===== config.mk =====
export PLATFORM = sky130hd
export DESIGN_NAME = vxfer_burst
export DESIGN_NICKNAME = d
export VERILOG_FILES = /design/src/rtl/vxfer_pkg.sv /design/src/rtl/vxfer_timer.sv /design/src/rtl/vxfer_ctrl.sv /design/src/rtl/vxfer_burst.sv
export SDC_FILE = /design/constraint.sdc
export NUM_CORES = 1
export LEC_CHECK = 0
export BUFFER_PORTS_ARGS = -buffer_cell sky130_fd_sc_hd__buf_2
export CORE_MARGIN = 4
export CORE_UTILIZATION = 54
export CTS_BUF_LIST = sky130_fd_sc_hd__clkbuf_8 sky130_fd_sc_hd__clkbuf_16
export DETAILED_ROUTE_END_ITERATION = 10
export GPL_TIMING_DRIVEN = 0
export PLACE_DENSITY_LB_ADDON = 0.2
export SLEW_MARGIN = 10
export SYNTH_ARGS = -nofsm -noshare
export SYNTH_HDL_FRONTEND = slang
export SYNTH_SLANG_ARGS = --single-unit

===== constraint.sdc =====
create_clock -name clk -period 1.8 [get_ports clk]
set_input_delay 0.18 -clock clk [delete_from_list [all_inputs] [get_ports clk]]
set_output_delay 0.18 -clock clk [all_outputs]
set_load 0.02 [all_outputs]

===== src/rtl/vxfer_pkg.sv =====
package vxfer_pkg;

  typedef enum logic [1:0] {
    BST_IDLE = 2'd0,
    BST_RUN  = 2'd1,
    BST_HOLD = 2'd2
  } burstState_e;

  // strobes from control to datapath
  typedef struct packed {
    logic load;      // latch limits, clear counters
    logic tick;      // enabled clock while busy
    logic stepWrap;  // current step finishes
    logic cycleAdv;  // a full transfer cycle finishes
    logic longStep;  // current step uses the long length
  } dpCtl_t;

  // flags from datapath to control
  typedef struct packed {
    logic stepEnd;
    logic lastCycle;
    logic winEnd;
  } dpStat_t;

endpackage


===== src/rtl/vxfer_timer.sv =====
module vxfer_timer
  import vxfer_pkg::*;
#(
  parameter int STEP_SHORT      = 48,
  parameter int STEP_LONG       = 80,
  parameter int LINE_CLKS       = 2624,
  parameter int AF1_SHIFT_CYC   = 68,
  parameter int AF1_SWEEP_CYC   = 75,
  parameter int AF2_SHIFT_CYC   = 110,
  parameter int AF2_SWEEP_CYC   = 116,
  parameter int AF1_SHIFT_LINES = 10,
  parameter int AF1_SWEEP_LINES = 11,
  parameter int AF2_SHIFT_LINES = 17,
  parameter int AF2_SWEEP_LINES = 17
) (
  input  logic    clk,
  input  logic    rstN,
  input  logic    modeAf2,
  input  logic    opSweep,
  input  dpCtl_t  ctl,
  output dpStat_t stat
);

  localparam int MAX_STEP  = (STEP_LONG > STEP_SHORT) ? STEP_LONG : STEP_SHORT;
  localparam int STEP_W    = $clog2(MAX_STEP + 1);
  localparam int MAX_C1    = (AF1_SHIFT_CYC > AF1_SWEEP_CYC) ? AF1_SHIFT_CYC : AF1_SWEEP_CYC;
  localparam int MAX_C2    = (AF2_SHIFT_CYC > AF2_SWEEP_CYC) ? AF2_SHIFT_CYC : AF2_SWEEP_CYC;
  localparam int MAX_CYC   = (MAX_C1 > MAX_C2) ? MAX_C1 : MAX_C2;
  localparam int CYC_W     = $clog2(MAX_CYC + 1);
  localparam int MAX_L1    = (AF1_SHIFT_LINES > AF1_SWEEP_LINES) ? AF1_SHIFT_LINES : AF1_SWEEP_LINES;
  localparam int MAX_L2    = (AF2_SHIFT_LINES > AF2_SWEEP_LINES) ? AF2_SHIFT_LINES : AF2_SWEEP_LINES;
  localparam int MAX_LINES = (MAX_L1 > MAX_L2) ? MAX_L1 : MAX_L2;
  localparam int MAX_WIN   = MAX_LINES * LINE_CLKS;
  localparam int WIN_W     = $clog2(MAX_WIN + 1);

  logic [STEP_W-1:0] stepCnt;
  logic [CYC_W-1:0]  cycleCnt, cycLim, cycSel;
  logic [WIN_W-1:0]  winCnt, winLim, winSel;

  // limits picked by the selects; the window limit ends the busy span one
  // clock early so the next acceptance lands exactly W clocks later
  always_comb begin
    unique case ({modeAf2, opSweep})
      2'b00: begin
        cycSel = CYC_W'(AF1_SHIFT_CYC - 1);
        winSel = WIN_W'(AF1_SHIFT_LINES * LINE_CLKS - 2);
      end
      2'b01: begin
        cycSel = CYC_W'(AF1_SWEEP_CYC - 1);
        winSel = WIN_W'(AF1_SWEEP_LINES * LINE_CLKS - 2);
      end
      2'b10: begin
        cycSel = CYC_W'(AF2_SHIFT_CYC - 1);
        winSel = WIN_W'(AF2_SHIFT_LINES * LINE_CLKS - 2);
      end
      default: begin
        cycSel = CYC_W'(AF2_SWEEP_CYC - 1);
        winSel = WIN_W'(AF2_SWEEP_LINES * LINE_CLKS - 2);
      end
    endcase
  end

  always_ff @(posedge clk) begin
    if (!rstN) begin
      stepCnt  <= '0;
      cycleCnt <= '0;
      winCnt   <= '0;
      cycLim   <= '0;
      winLim   <= '0;
    end else if (ctl.load) begin
      stepCnt  <= '0;
      cycleCnt <= '0;
      winCnt   <= '0;
      cycLim   <= cycSel;
      winLim   <= winSel;
    end else if (ctl.tick) begin
      winCnt  <= winCnt + 1'b1;
      stepCnt <= ctl.stepWrap ? '0 : stepCnt + 1'b1;
      if (ctl.cycleAdv) cycleCnt <= cycleCnt + 1'b1;
    end
  end

  assign stat.stepEnd   = (stepCnt == (ctl.longStep ? STEP_W'(STEP_LONG - 1)
                                                    : STEP_W'(STEP_SHORT - 1)));
  assign stat.lastCycle = (cycleCnt == cycLim);
  assign stat.winEnd    = (winCnt == winLim);

endmodule


===== src/rtl/vxfer_ctrl.sv =====
module vxfer_ctrl
  import vxfer_pkg::*;
(
  input  logic       clk,
  input  logic       rstN,
  input  logic       startStrobe,
  input  logic       clkEn,
  input  dpStat_t    stat,
  output dpCtl_t     ctl,
  output logic [3:0] vPhase,
  output logic       burstDone
);

  burstState_e state;
  logic [1:0]  stepIdx;
  logic        running, stepAdv, finish;

  assign running      = (state == BST_RUN);
  assign stepAdv      = clkEn && running && stat.stepEnd;
  assign finish       = stepAdv && (stepIdx == 2'd3) && stat.lastCycle;

  assign ctl.load     = clkEn && (state == BST_IDLE) && startStrobe;
  assign ctl.tick     = clkEn && (state != BST_IDLE);
  assign ctl.stepWrap = stepAdv;
  assign ctl.cycleAdv = stepAdv && (stepIdx == 2'd3);
  assign ctl.longStep = stepIdx[0];

  always_ff @(posedge clk) begin
    if (!rstN) begin
      state     <= BST_IDLE;
      stepIdx   <= 2'd0;
      burstDone <= 1'b0;
    end else begin
      burstDone <= finish;
      if (ctl.load) begin
        state   <= BST_RUN;
        stepIdx <= 2'd0;
      end else if (ctl.tick) begin
        if (stepAdv) stepIdx <= stepIdx + 2'd1;
        if (stat.winEnd) begin
          state   <= BST_IDLE;
          stepIdx <= 2'd0;
        end else if (finish) begin
          state <= BST_HOLD;
        end
      end
    end
  end

  // one phase low at a time, low position walks upward with stepIdx
  always_comb begin
    vPhase = 4'b1111;
    if (running) vPhase = ~(4'b0001 << stepIdx);
  end

endmodule


===== src/rtl/vxfer_burst.sv =====
module vxfer_burst
  import vxfer_pkg::*;
#(
  parameter int STEP_SHORT      = 48,
  parameter int STEP_LONG       = 80,
  parameter int LINE_CLKS       = 2624,
  parameter int AF1_SHIFT_CYC   = 68,
  parameter int AF1_SWEEP_CYC   = 75,
  parameter int AF2_SHIFT_CYC   = 110,
  parameter int AF2_SWEEP_CYC   = 116,
  parameter int AF1_SHIFT_LINES = 10,
  parameter int AF1_SWEEP_LINES = 11,
  parameter int AF2_SHIFT_LINES = 17,
  parameter int AF2_SWEEP_LINES = 17
) (
  input  logic       clk,
  input  logic       rstN,
  input  logic       startStrobe,
  input  logic       modeAf2,
  input  logic       opSweep,
  input  logic       clkEn,
  output logic [3:0] vPhase,
  output logic       burstDone
);

  dpCtl_t  ctl;
  dpStat_t stat;

  vxfer_ctrl u_ctrl (
    .clk         (clk),
    .rstN        (rstN),
    .startStrobe (startStrobe),
    .clkEn       (clkEn),
    .stat        (stat),
    .ctl         (ctl),
    .vPhase      (vPhase),
    .burstDone   (burstDone)
  );

  vxfer_timer #(
    .STEP_SHORT      (STEP_SHORT),
    .STEP_LONG       (STEP_LONG),
    .LINE_CLKS       (LINE_CLKS),
    .AF1_SHIFT_CYC   (AF1_SHIFT_CYC),
    .AF1_SWEEP_CYC   (AF1_SWEEP_CYC),
    .AF2_SHIFT_CYC   (AF2_SHIFT_CYC),
    .AF2_SWEEP_CYC   (AF2_SWEEP_CYC),
    .AF1_SHIFT_LINES (AF1_SHIFT_LINES),
    .AF1_SWEEP_LINES (AF1_SWEEP_LINES),
    .AF2_SHIFT_LINES (AF2_SHIFT_LINES),
    .AF2_SWEEP_LINES (AF2_SWEEP_LINES)
  ) u_timer (
    .clk     (clk),
    .rstN    (rstN),
    .modeAf2 (modeAf2),
    .opSweep (opSweep),
    .ctl     (ctl),
    .stat    (stat)
  );

endmodule


==> flow_summary.ini, run 1 <==
[run_status]
status = finished clean

[cells_and_area]
stdcell_count = 325
diodes = 0
synthToLayoutAreaGrowth_pct = 10.8
nets = 295
drive_gt1_share_pct = 12.7
layout_commonest_cell = dfxtp_1
final_cell_mix = 43 x dfxtp_1, 34 x nor2_1, 32 x nand2_1, 18 x xor2_1, 16 x xnor2_1
filler_cell_count = 385

[synth]
ys.flop_type = dfxtp_1
synth_edf_count = 0
synth_area_per_cell_um2 = 8.74
async_flop_share_pct = 0
synth_seq_cells = 46
synth_area_um2 = 2240
synth.distinct_cells = 37
ys_warn_count = 0
seq_area_frac_synth_pct = 41.2
synth_nets = 275
syn_inst = 256

[worst_setup_path]
worstSetupStartpointType = flop
endpoint_kind = flop
cp.arrival_ns = 1.91
path_buf_inv = 1
r2r-end = u_timer.cycleCnt[6]
cp_slowest_cell = or3b_4
cp_data_required_time_ns = 1.99
path_depth = 6
reg2reg_from = u_ctrl.stepIdx[0]
crit_fanout = 7
r2r_cells = 6
rrSetupSlack_ns = 0.08
cp_top_family = simple AND/OR/NAND/NOR gates
crit_type = reg2reg
path_cells = or3b_4 > a2111oi_4 > buf_4 > nand4_1 > xor2_1 > nor2_2
cpPeakStageDelay_ns = 0.40

[hold_path]
whs_path_depth = 3
min_to = u_ctrl.state[0]
hp-start = rstN
hold_path_class = in2reg

[timing]
setup_ws_ns = 0.0804
setup_violations = 0
hold_viol = 0
tightest_slew_ns = 0.443
rsz0062_at_grt = true
hold_slack_ns = 0.193
fin_crit_ns = 1.72
period_share_pct = 95.5
finalSetupTns_ns = 0
max_freq_mhz = 582
finClkSkew_ns = 0.00397
slew_headroom_pct = 70.1
maxSlewViolCount = 0

[global_route]
antenna_found_initial = 0
grt_use_total_pct = 17.7
grt_pass1_wl_mm = 7.40
overflow = 0
grt_pass1_vias = 1692
grt_max_degree = 13

[clock_network]
cts_buffer_depth = 2
cts_buffers = 5
h-tree-depth = 2
cts-root-buf = clkbuf_8
clock_latency_ns = 0.29
cts.sinks = 46
clk_pin_slew_ns = 0.08
cts_tree = built

[floorplan]
die_area_um2 = 5240
die_x_um = 72.4
die_h_um = 72.4
core_um2 = 4000
io_pins = 11
row_count = 23
start_util_pct = 55.9

[placed_design]
place_ws_ns = -0.208
dpl.cell_count = 316
gp_congestion = 0.754
dp_hpwl_mm = 2.94
io_buffers = 10

[flow_run]
cap_violations = 0

[route]
drt_iter0_drc = 65
drc = 0
viasPerCell = 5.30
wl_per_cell_um = 12.4
via_count = 1721
drt.antenna.violating_nets = 0
routed_wl_mm = 4.03
dr.pass1.iters = 4

[pwr]
leakagePower_nw = 1.00
p_total_mw = 1.80
ir_drop_uv = 416
powerDensity_nw_per_um2 = 725
layer usage:
metal  track usage [%]  vias to the layer above  part of all wire (%)
li1                  -                      896                     -
met1              22.6                      804                    50
met2              29.2                       16                    46
met3              4.99                        5                   2.7
met4              5.01                        0                   1.1
met5                 0                        -                     0
stage by stage:
step | area (µm²) | utilization, %
final | 2480 | 62.0
after global placement | 2350 | 58.7
after global routing | 2480 | 62.0
after CTS | 2450 | 61.3
after detailed placement | 2350 | 58.7
after floorplan | 2240 | -
state kept, by name (all words and copies together), names as in the netlist:
register / count
u_timer.stepCnt: 7
u_timer.cycleCnt: 7
u_ctrl.state: 2
u_ctrl.stepIdx: 2
u_ctrl.burstDone: 1
u_timer.cycLim: 5
u_timer.winLim: 6
u_timer.winCnt: 16
synthesized netlist by cell type, drive strengths merged, types with 5 or more instances:
cell type	instances	area [µm²]
o21ai	5	25.0
ha	13	163
a21oi	5	25.0
xnor2	16	140
nor3	6	30.0
and3	10	63.8
nand4	6	37.5
xor2	18	158
or3	6	37.5
a21boi	6	45.0
dfxtp	46	921
nand2	33	124
nand3	10	50.1
clkbuf	5	18.8
inv	8	30.0
nor2	36	140
repair_timing:
| action | in CTS | in global routing |
|---|---|---|
| resized for setup | 2 | 8 |
| pin swaps | 1 | 1 |
| setup buffers | 2 | 2 |
| setup endpoints to repair | 16 | 25 |
| hold buffers | 0 | 0 |
tightest hold or removal path: cells and delay by family:
kind                   cells  cell delay (ns)
AO/OA/AOI/OAI              1             0.05
AND/OR/NAND/NOR            1             0.07
buffers and inverters      1             0.14
report_power, final:
part / internal, mW / switching, mW
clock network: 0.296 / 0.318
logic: 0.0515 / 0.0779
registers: 1.03 / 0.0178
total: 1.38 / 0.413
cells by family after synthesis:
group | share of synthesized area (%)
buf+inv | 2.35
simple gates | 25.3
xor+xnor | 13.3
fa+ha+maj | 7.27
compound gates | 9.68
flops | 41.2
mux | 0.895
cell type report:
| class | count | area (µm²) | area share [%] |
|---|---|---|---|
| multi-input cells | 196 | 1280 | 51.5 |
| well taps | 50 | 62.6 | 2.52 |
| inverters | 8 | 30.0 | 1.21 |
| flip-flops and latches | 46 | 925 | 37.3 |
| repair buffers | 14 | 80.1 | 3.23 |
| plain buffers | 5 | 21.3 | 0.858 |
| clock buffers | 6 | 82.6 | 3.33 |
worst max path at each step:
stage / slack, ns / start / end
2_1_floorplan: 0.04 / u_ctrl.stepIdx[0] / u_timer.cycleCnt[5]
3_3_place_gp: -0.13 / u_ctrl.stepIdx[0] / u_timer.cycleCnt[6]
3_5_place_dp: -0.21 / u_timer.stepCnt[5] / u_timer.cycleCnt[6]
4_1_cts: 0.06 / u_timer.stepCnt[5] / u_timer.cycleCnt[6]
5_1_grt: -0.04 / u_ctrl.stepIdx[0] / u_timer.cycleCnt[6]
6_report: 0.08 / u_ctrl.stepIdx[0] / u_timer.cycleCnt[6]
No activity file was read; power rests on OpenSTA's default activity.
==> run 2, diff against run 1 <==
--- a/config.mk
+++ b/config.mk
@@ -7,7 +7,7 @@
 export LEC_CHECK = 0
 export BUFFER_PORTS_ARGS = -buffer_cell sky130_fd_sc_hd__buf_2
 export CORE_MARGIN = 4
-export CORE_UTILIZATION = 54
+export CORE_UTILIZATION = 60
 export CTS_BUF_LIST = sky130_fd_sc_hd__clkbuf_8 sky130_fd_sc_hd__clkbuf_16
 export DETAILED_ROUTE_END_ITERATION = 10
 export GPL_TIMING_DRIVEN = 0
==> constraint.sdc (replaced) <==
create_clock -name clk -period 1.7 [get_ports clk]
set_input_delay 0.17 -clock clk [delete_from_list [all_inputs] [get_ports clk]]
set_output_delay 0.17 -clock clk [all_outputs]
set_load 0.02 [all_outputs]
==> run 2 against run 1 <==
Effect of this change: first-iteration DRC count decreased by 22%; worst hold slack better by 0.0055 ns; largest power group unchanged; power increased by 3.4%; highest routed layer unchanged.
==> flow_summary.ini, run 2 (synthesis gave the netlist of run 1 again) <==
[run_status]
status = finished clean

[worst_setup_path]
path_buf_inv = 1
cp.arrival_ns = 1.87
cp_top_family = simple AND/OR/NAND/NOR gates
crit_type = reg2reg
r2r-end = u_timer.cycleCnt[6]
cp_data_required_time_ns = 1.88
worstSetupStartpointType = flop
endpoint_kind = flop
cpPeakStageDelay_ns = 0.39
rrSetupSlack_ns = 0.009
path_cells = or3b_4 > a2111oi_4 > buf_4 > nand4_1 > xor2_1 > nor2_2
r2r_cells = 6
crit_fanout = 7
reg2reg_from = u_timer.stepCnt[5]
cp_slowest_cell = or3b_4

[placed_design]
gp_congestion = 0.807
place_ws_ns = -0.214
io_buffers = 10
dp_hpwl_mm = 2.95
place_area_um2 = 2350

[floorplan]
die_h_um = 69.1
io_pins = 11
die_area_um2 = 4770
start_util_pct = 64.5
core_um2 = 3470
die_x_um = 69.1
row_count = 21

[route]
dr.pass1.iters = 4
via_count = 1758
drt_iter0_drc = 51
routed_wl_mm = 4.13
drc = 0
wl_per_cell_um = 12.7
drt.antenna.violating_nets = 0
viasPerCell = 5.41

[clock_network]
cts.sinks = 46
cts-root-buf = clkbuf_8
cts_buffers = 5
clk_pin_slew_ns = 0.08
cts_tree = built
clock_latency_ns = 0.29
hold_buffers = 0
cts_buffer_depth = 2
h-tree-depth = 2

[cells_and_area]
nets = 298
layout_commonest_cell = dfxtp_1
largestRegisters = u_timer.winCnt: 16 flops, u_timer.cycleCnt: 7 flops, u_timer.stepCnt: 7 flops
design_area_um2 = 2510
diodes = 0
top_register = u_timer.winCnt
largest_reg_flops = 16
synthToLayoutAreaGrowth_pct = 12.2
final_cell_mix = 41 x dfxtp_1, 34 x nor2_1, 32 x nand2_1, 18 x xor2_1, 16 x xnor2_1
drive_gt1_share_pct = 14.7

[flow_run]
cap_violations = 0

[timing]
fin_crit_ns = 1.69
slew_headroom_pct = 69.8
hold_slack_ns = 0.198
tightest_slew_ns = 0.449
setup_ws_ns = 0.00936
max_freq_mhz = 591
maxSlewViolCount = 0
hold_viol = 0
setup_violations = 0
rsz0062_at_grt = true
period_share_pct = 99.4
finClkSkew_ns = 0.00451

[pwr]
leakagePower_nw = 1.02
powerDensity_nw_per_um2 = 740
ir_drop_uv = 520
p_total_mw = 1.86

[global_route]
overflow = 0
grt_use_total_pct = 18.3
antenna_found_initial = 0
grt_pass1_wl_mm = 7.24
grt_pass1_vias = 1699
grt_max_degree = 13

[hold_path]
whs_path_depth = 2
hold_path_class = in2reg
min_to = u_timer.cycLim[3]
hp-start = rstN
run 2: cell count changes in the layout (fill, tap and decap cells not counted), sizes merged:
cell    previous run  this run
clkbuf            10         8
buf               15        19
inv                8        10
run 2: report_power, final:
part	switching, mW	total, mW	internal [mW]	leakage [nW]
Combinational	0.0854	0.141	0.0554	0.601
Sequential	0.0180	1.11	1.09	0.375
Clock	0.332	0.604	0.271	0.0466
run 2: through the flow:
stage | utilization (%) | TNS [ns] | cells
after floorplan | - | -0.00321 | 256
after global placement | 67.6 | -2.23 | 312
after detailed placement | 67.6 | -2.94 | 312
after global routing | 72.4 | -0.254 | 325
final | 72.4 | 0 | 325
after CTS | 71.6 | -0.0248 | 324
run 2: worst max-delay path by stage:
stage / startpoint / slack [ns] / to / depth (start not counted)
after floorplan: u_timer.stepCnt[5] / -0.003 / u_timer.cycleCnt[5] / 5
after global placement: u_timer.stepCnt[5] / -0.17 / u_timer.cycleCnt[6] / 5
after detailed placement: u_timer.stepCnt[5] / -0.21 / u_timer.cycleCnt[6] / 5
after CTS: u_ctrl.stepIdx[0] / -0.02 / u_timer.cycleCnt[6] / 6
after global routing: u_timer.stepCnt[5] / -0.09 / u_timer.cycleCnt[6] / 7
final: u_timer.stepCnt[5] / 0.009 / u_timer.cycleCnt[6] / 6
run 2: area by class of cell:
type	count	area, µm²
Buffer	5	21.3
Clock buffer	5	68.8
Clock inverter	2	7.51
Fill cell	289	958
Inverter	8	30.0
Multi-Input combinational cell	196	1280
Sequential cell	46	930
Tap cell	46	57.6
Timing Repair Buffer	17	110
run 2: worst reg2reg max path: cells and delay by family (launching register included):
kind	cells	cell delay [ns]
buf+inv	1	0.20
simple gates	3	0.55
xor+xnor	1	0.21
flops	1	0.34
compound gates	1	0.28
run 2: metal layers:
metal  global-route usage (%)  routed length (µm)  vias up
li1                         -                   -      904
met1                     22.8                1960      827
met2                     30.4                1990       20
met3                     4.07                 118        7
met4                     7.38                  58        0
met5                        0                   0        -
run 2: timing repair:
| action | CTS | global route |
|---|---|---|
| gates resized for setup | 9 | 8 |
| setup buffers | 5 | 2 |
| cloned | 0 | 0 |
| pin swaps | 2 | 3 |
| setup endpoints to repair | 32 | 22 |
==> run 3, diff against run 2 <==
--- a/config.mk
+++ b/config.mk
@@ -7,12 +7,13 @@
 export LEC_CHECK = 0
 export BUFFER_PORTS_ARGS = -buffer_cell sky130_fd_sc_hd__buf_2
 export CORE_MARGIN = 4
-export CORE_UTILIZATION = 60
-export CTS_BUF_LIST = sky130_fd_sc_hd__clkbuf_8 sky130_fd_sc_hd__clkbuf_16
+export CORE_UTILIZATION = 63
+export CTS_BUF_LIST = sky130_fd_sc_hd__clkbuf_4 sky130_fd_sc_hd__clkbuf_8
 export DETAILED_ROUTE_END_ITERATION = 10
 export GPL_TIMING_DRIVEN = 0
 export PLACE_DENSITY_LB_ADDON = 0.2
 export SLEW_MARGIN = 10
 export SYNTH_ARGS = -nofsm -noshare
 export SYNTH_HDL_FRONTEND = slang
+export SYNTH_HIERARCHICAL = 1
 export SYNTH_SLANG_ARGS = --single-unit
==> run 3 against run 2 <==
Effect of this change: the flow now finishes with violations (negative setup slack); power increased by 8.4%; via count increased by 18%; maximum frequency decreased by 7.3%; core utilization increased by 6.9 points; sequential power about the same; clock power increased by 15%; combinational power increased by 47%; cell count increased by 7.7%; first-iteration DRC count increased to 2.6 times the previous value; sequential cell count unchanged; synthesized area increased by 8.6%; largest power group unchanged.
==> flow_summary.ini, run 3 <==
[clock_network]
cts_buffers = 5
clock_latency_ns = 0.30
cts-root-buf = clkbuf_8
cts_buffer_depth = 2
h-tree-depth = 2
hold_buffers = 0
cts.sinks = 46
cts_tree = built
clk_pin_slew_ns = 0.09

[timing]
finClkSkew_ns = 0.00852
max_freq_mhz = 548
slew_headroom_pct = 75.4
rsz0062_at_grt = true
fin_crit_ns = 1.82
tightest_slew_ns = 0.367
hold_viol = 0
setup_ws_ns = -0.124
setup_violations = 4
period_share_pct = 107
maxSlewViolCount = 0

[synth]
synth_area_um2 = 2430
synth_nets = 293
synth.distinct_cells = 43
synth_seq_cells = 46
synth_common_cells = 46 x dfxtp_1, 28 x nand2_1, 18 x nor2_1, 15 x a21oi_1, 14 x ha_1
synth-simple-area-share_pct = 27.3
synth_area_per_cell_um2 = 8.90
synth_adder_area_share_pct = 7.21
syn_inst = 273
synth_compound_area_share_pct = 11.1
ys_warn_count = 6
seq_area_frac_synth_pct = 37.9
synth_top_cell_by_area = dfxtp_1
synth_top_area_share_pct = 37.9
async_flop_share_pct = 0
ys.flop_type = dfxtp_1
synth_top_family_by_area = simple AND/OR/NAND/NOR gates
synth_edf_count = 0
synthTopCellsByArea = dfxtp_1 38%, ha_1 7.2%, mux2i_1 4.9%, nand2_1 4.3%, xnor2_1 3.6%
yosysMostFrequentCell = dfxtp_1
yosys.area_share.xor_xnor_pct = 7.21
synth_mux_area_share_pct = 4.94

[run_status]
status = finished with violations
violations = negative setup slack

[cells_and_area]
largest_reg_flops = 16
layout_commonest_cell = dfxtp_1
synthToLayoutAreaGrowth_pct = 20.3
top_register = u_timer/winCnt
largestRegisters = u_timer/winCnt: 16 flops, u_timer/cycleCnt: 7 flops, u_timer/stepCnt: 7 flops
nets = 321
final_cell_mix = 35 x dfxtp_1, 26 x nand2_1, 17 x nor2_1, 14 x buf_2, 14 x a21oi_1
final_util_pct = 79.2
diodes = 0
drive_gt1_share_pct = 26.2
stdcell_count = 350

[pwr]
powerDensity_nw_per_um2 = 689
ir_drop_uv = 448
leakagePower_nw = 1.10

[global_route]
grt_pass1_wl_mm = 9.04
grt_use_total_pct = 22.3
grt_pass1_vias = 1975
overflow = 0
antenna_found_initial = 0
grt_max_degree = 15

[floorplan]
die_h_um = 70.1
start_util_pct = 65.9
core_um2 = 3690
die_x_um = 70.1
row_count = 22
io_pins = 11
die_area_um2 = 4910

[worst_setup_path]
rrSetupSlack_ns = -0.12
crit_fanout = 5
worstSetupStartpointType = flop
path_cells = buf_6 > nor3b_2 > a21oi_1 > nor3_2 > nand2_1 > nor2_4 > nand2_1 > or3_1 > a21oi_1
endpoint_kind = flop
cp_slowest_cell = or3_1
cp.arrival_ns = 2.06
crit_type = reg2reg
cpPeakStageDelay_ns = 0.38
cp_data_required_time_ns = 1.94

[route]
via_count = 2071
drt_iter0_drc = 131
routed_wl_mm = 5.31
viasPerCell = 5.92
dr.pass1.iters = 4
drt.antenna.violating_nets = 0
drc = 0
wl_per_cell_um = 15.2

[hold_path]
hold_path_class = in2reg

[placed_design]
dpl.cell_count = 331
io_buffers = 10
dp_hpwl_mm = 3.39
gp_congestion = 0.801

[flow_run]
cap_violations = 0
==> run 3: worst max-delay path: cells and delay by family (launching register included) <==
| kind | cells | cell delay, ns |
|---|---|---|
| compound gates | 2 | 0.22 |
| buf+inv | 1 | 0.11 |
| flops | 1 | 0.36 |
| simple gates | 6 | 1.08 |
==> run 3: logic make-up (layout without fill, tap and decap cells) <==
group,Yosys count,count (layout)
buffers and inverters,21,50
XOR/XNOR,20,20
AO/OA/AOI/OAI,42,42
multiplexers,12,12
AND/OR/NAND/NOR,118,118
adder cells (fa/ha/maj),14,14
flip-flops,46,46
==> run 3: metal layers <==
layer	vias to the layer above	part of all wire, %	global-route usage (%)
met2	56	49	37.3
li1	1023	-	-
met3	10	5.0	4.60
met1	982	43	28.4
met4	0	2.2	7.45
met5	-	0	0
==> run 3: final timing paths <==
| path | endpoint | from | cells past startpoint |
|---|---|---|---|
| hold reg to reg | u_timer/winCnt[15] | u_timer/winCnt[15] | 2 |
| setup / recovery | u_timer/cycleCnt[3] | u_ctrl/stepIdx[0] | 9 |
| hold / removal | u_ctrl/state[0] | rstN | 3 |
| setup reg to reg | u_timer/cycleCnt[3] | u_ctrl/stepIdx[0] | 9 |
==> run 3: metrics by stage <==
stage / cell area [µm²] / setup TNS (ns) / hold WS [ns] / worst slack (ns) / power, mW
after global placement: 2570 / -2.98 / 0.466 / -0.170 / 1.31
after detailed placement: 2570 / -4.20 / 0.474 / -0.224 / 1.31
after floorplan: 2460 / 0 / 0.279 / 0.0191 / 1.26
after CTS: 2790 / -0.361 / 0.213 / -0.101 / 2.02
after global routing: 2920 / -1.04 / 0.228 / -0.255 / 2.11
final: 2920 / -0.302 / 0.209 / -0.124 / 2.01
==> run 3: where the power goes <==
group          internal (mW)  leakage, nW  switching [mW]
logic                 0.0968        0.672           0.110
registers               1.09        0.379          0.0211
clock network          0.327       0.0472           0.367
==> run 3: layout make-up <==
type | instances | area (µm²)
Multi-Input combinational cell | 206 | 1550
Sequential cell | 46 | 945
Fill cell | 259 | 766
Timing Repair Buffer | 22 | 144
Buffer | 14 | 106
Clock buffer | 6 | 82.6
Tap cell | 48 | 60.1
Inverter | 6 | 22.5
Clock inverter | 2 | 12.5
==> run 3: repair_timing <==
action                                 in CTS  in global routing
pin swaps                                  10                  5
gates cloned                                0                  0
endpoints found under the hold margin       0                  0
setup endpoints to repair                  32                 31
setup buffers                               9                  5
resized for setup                          14                 31
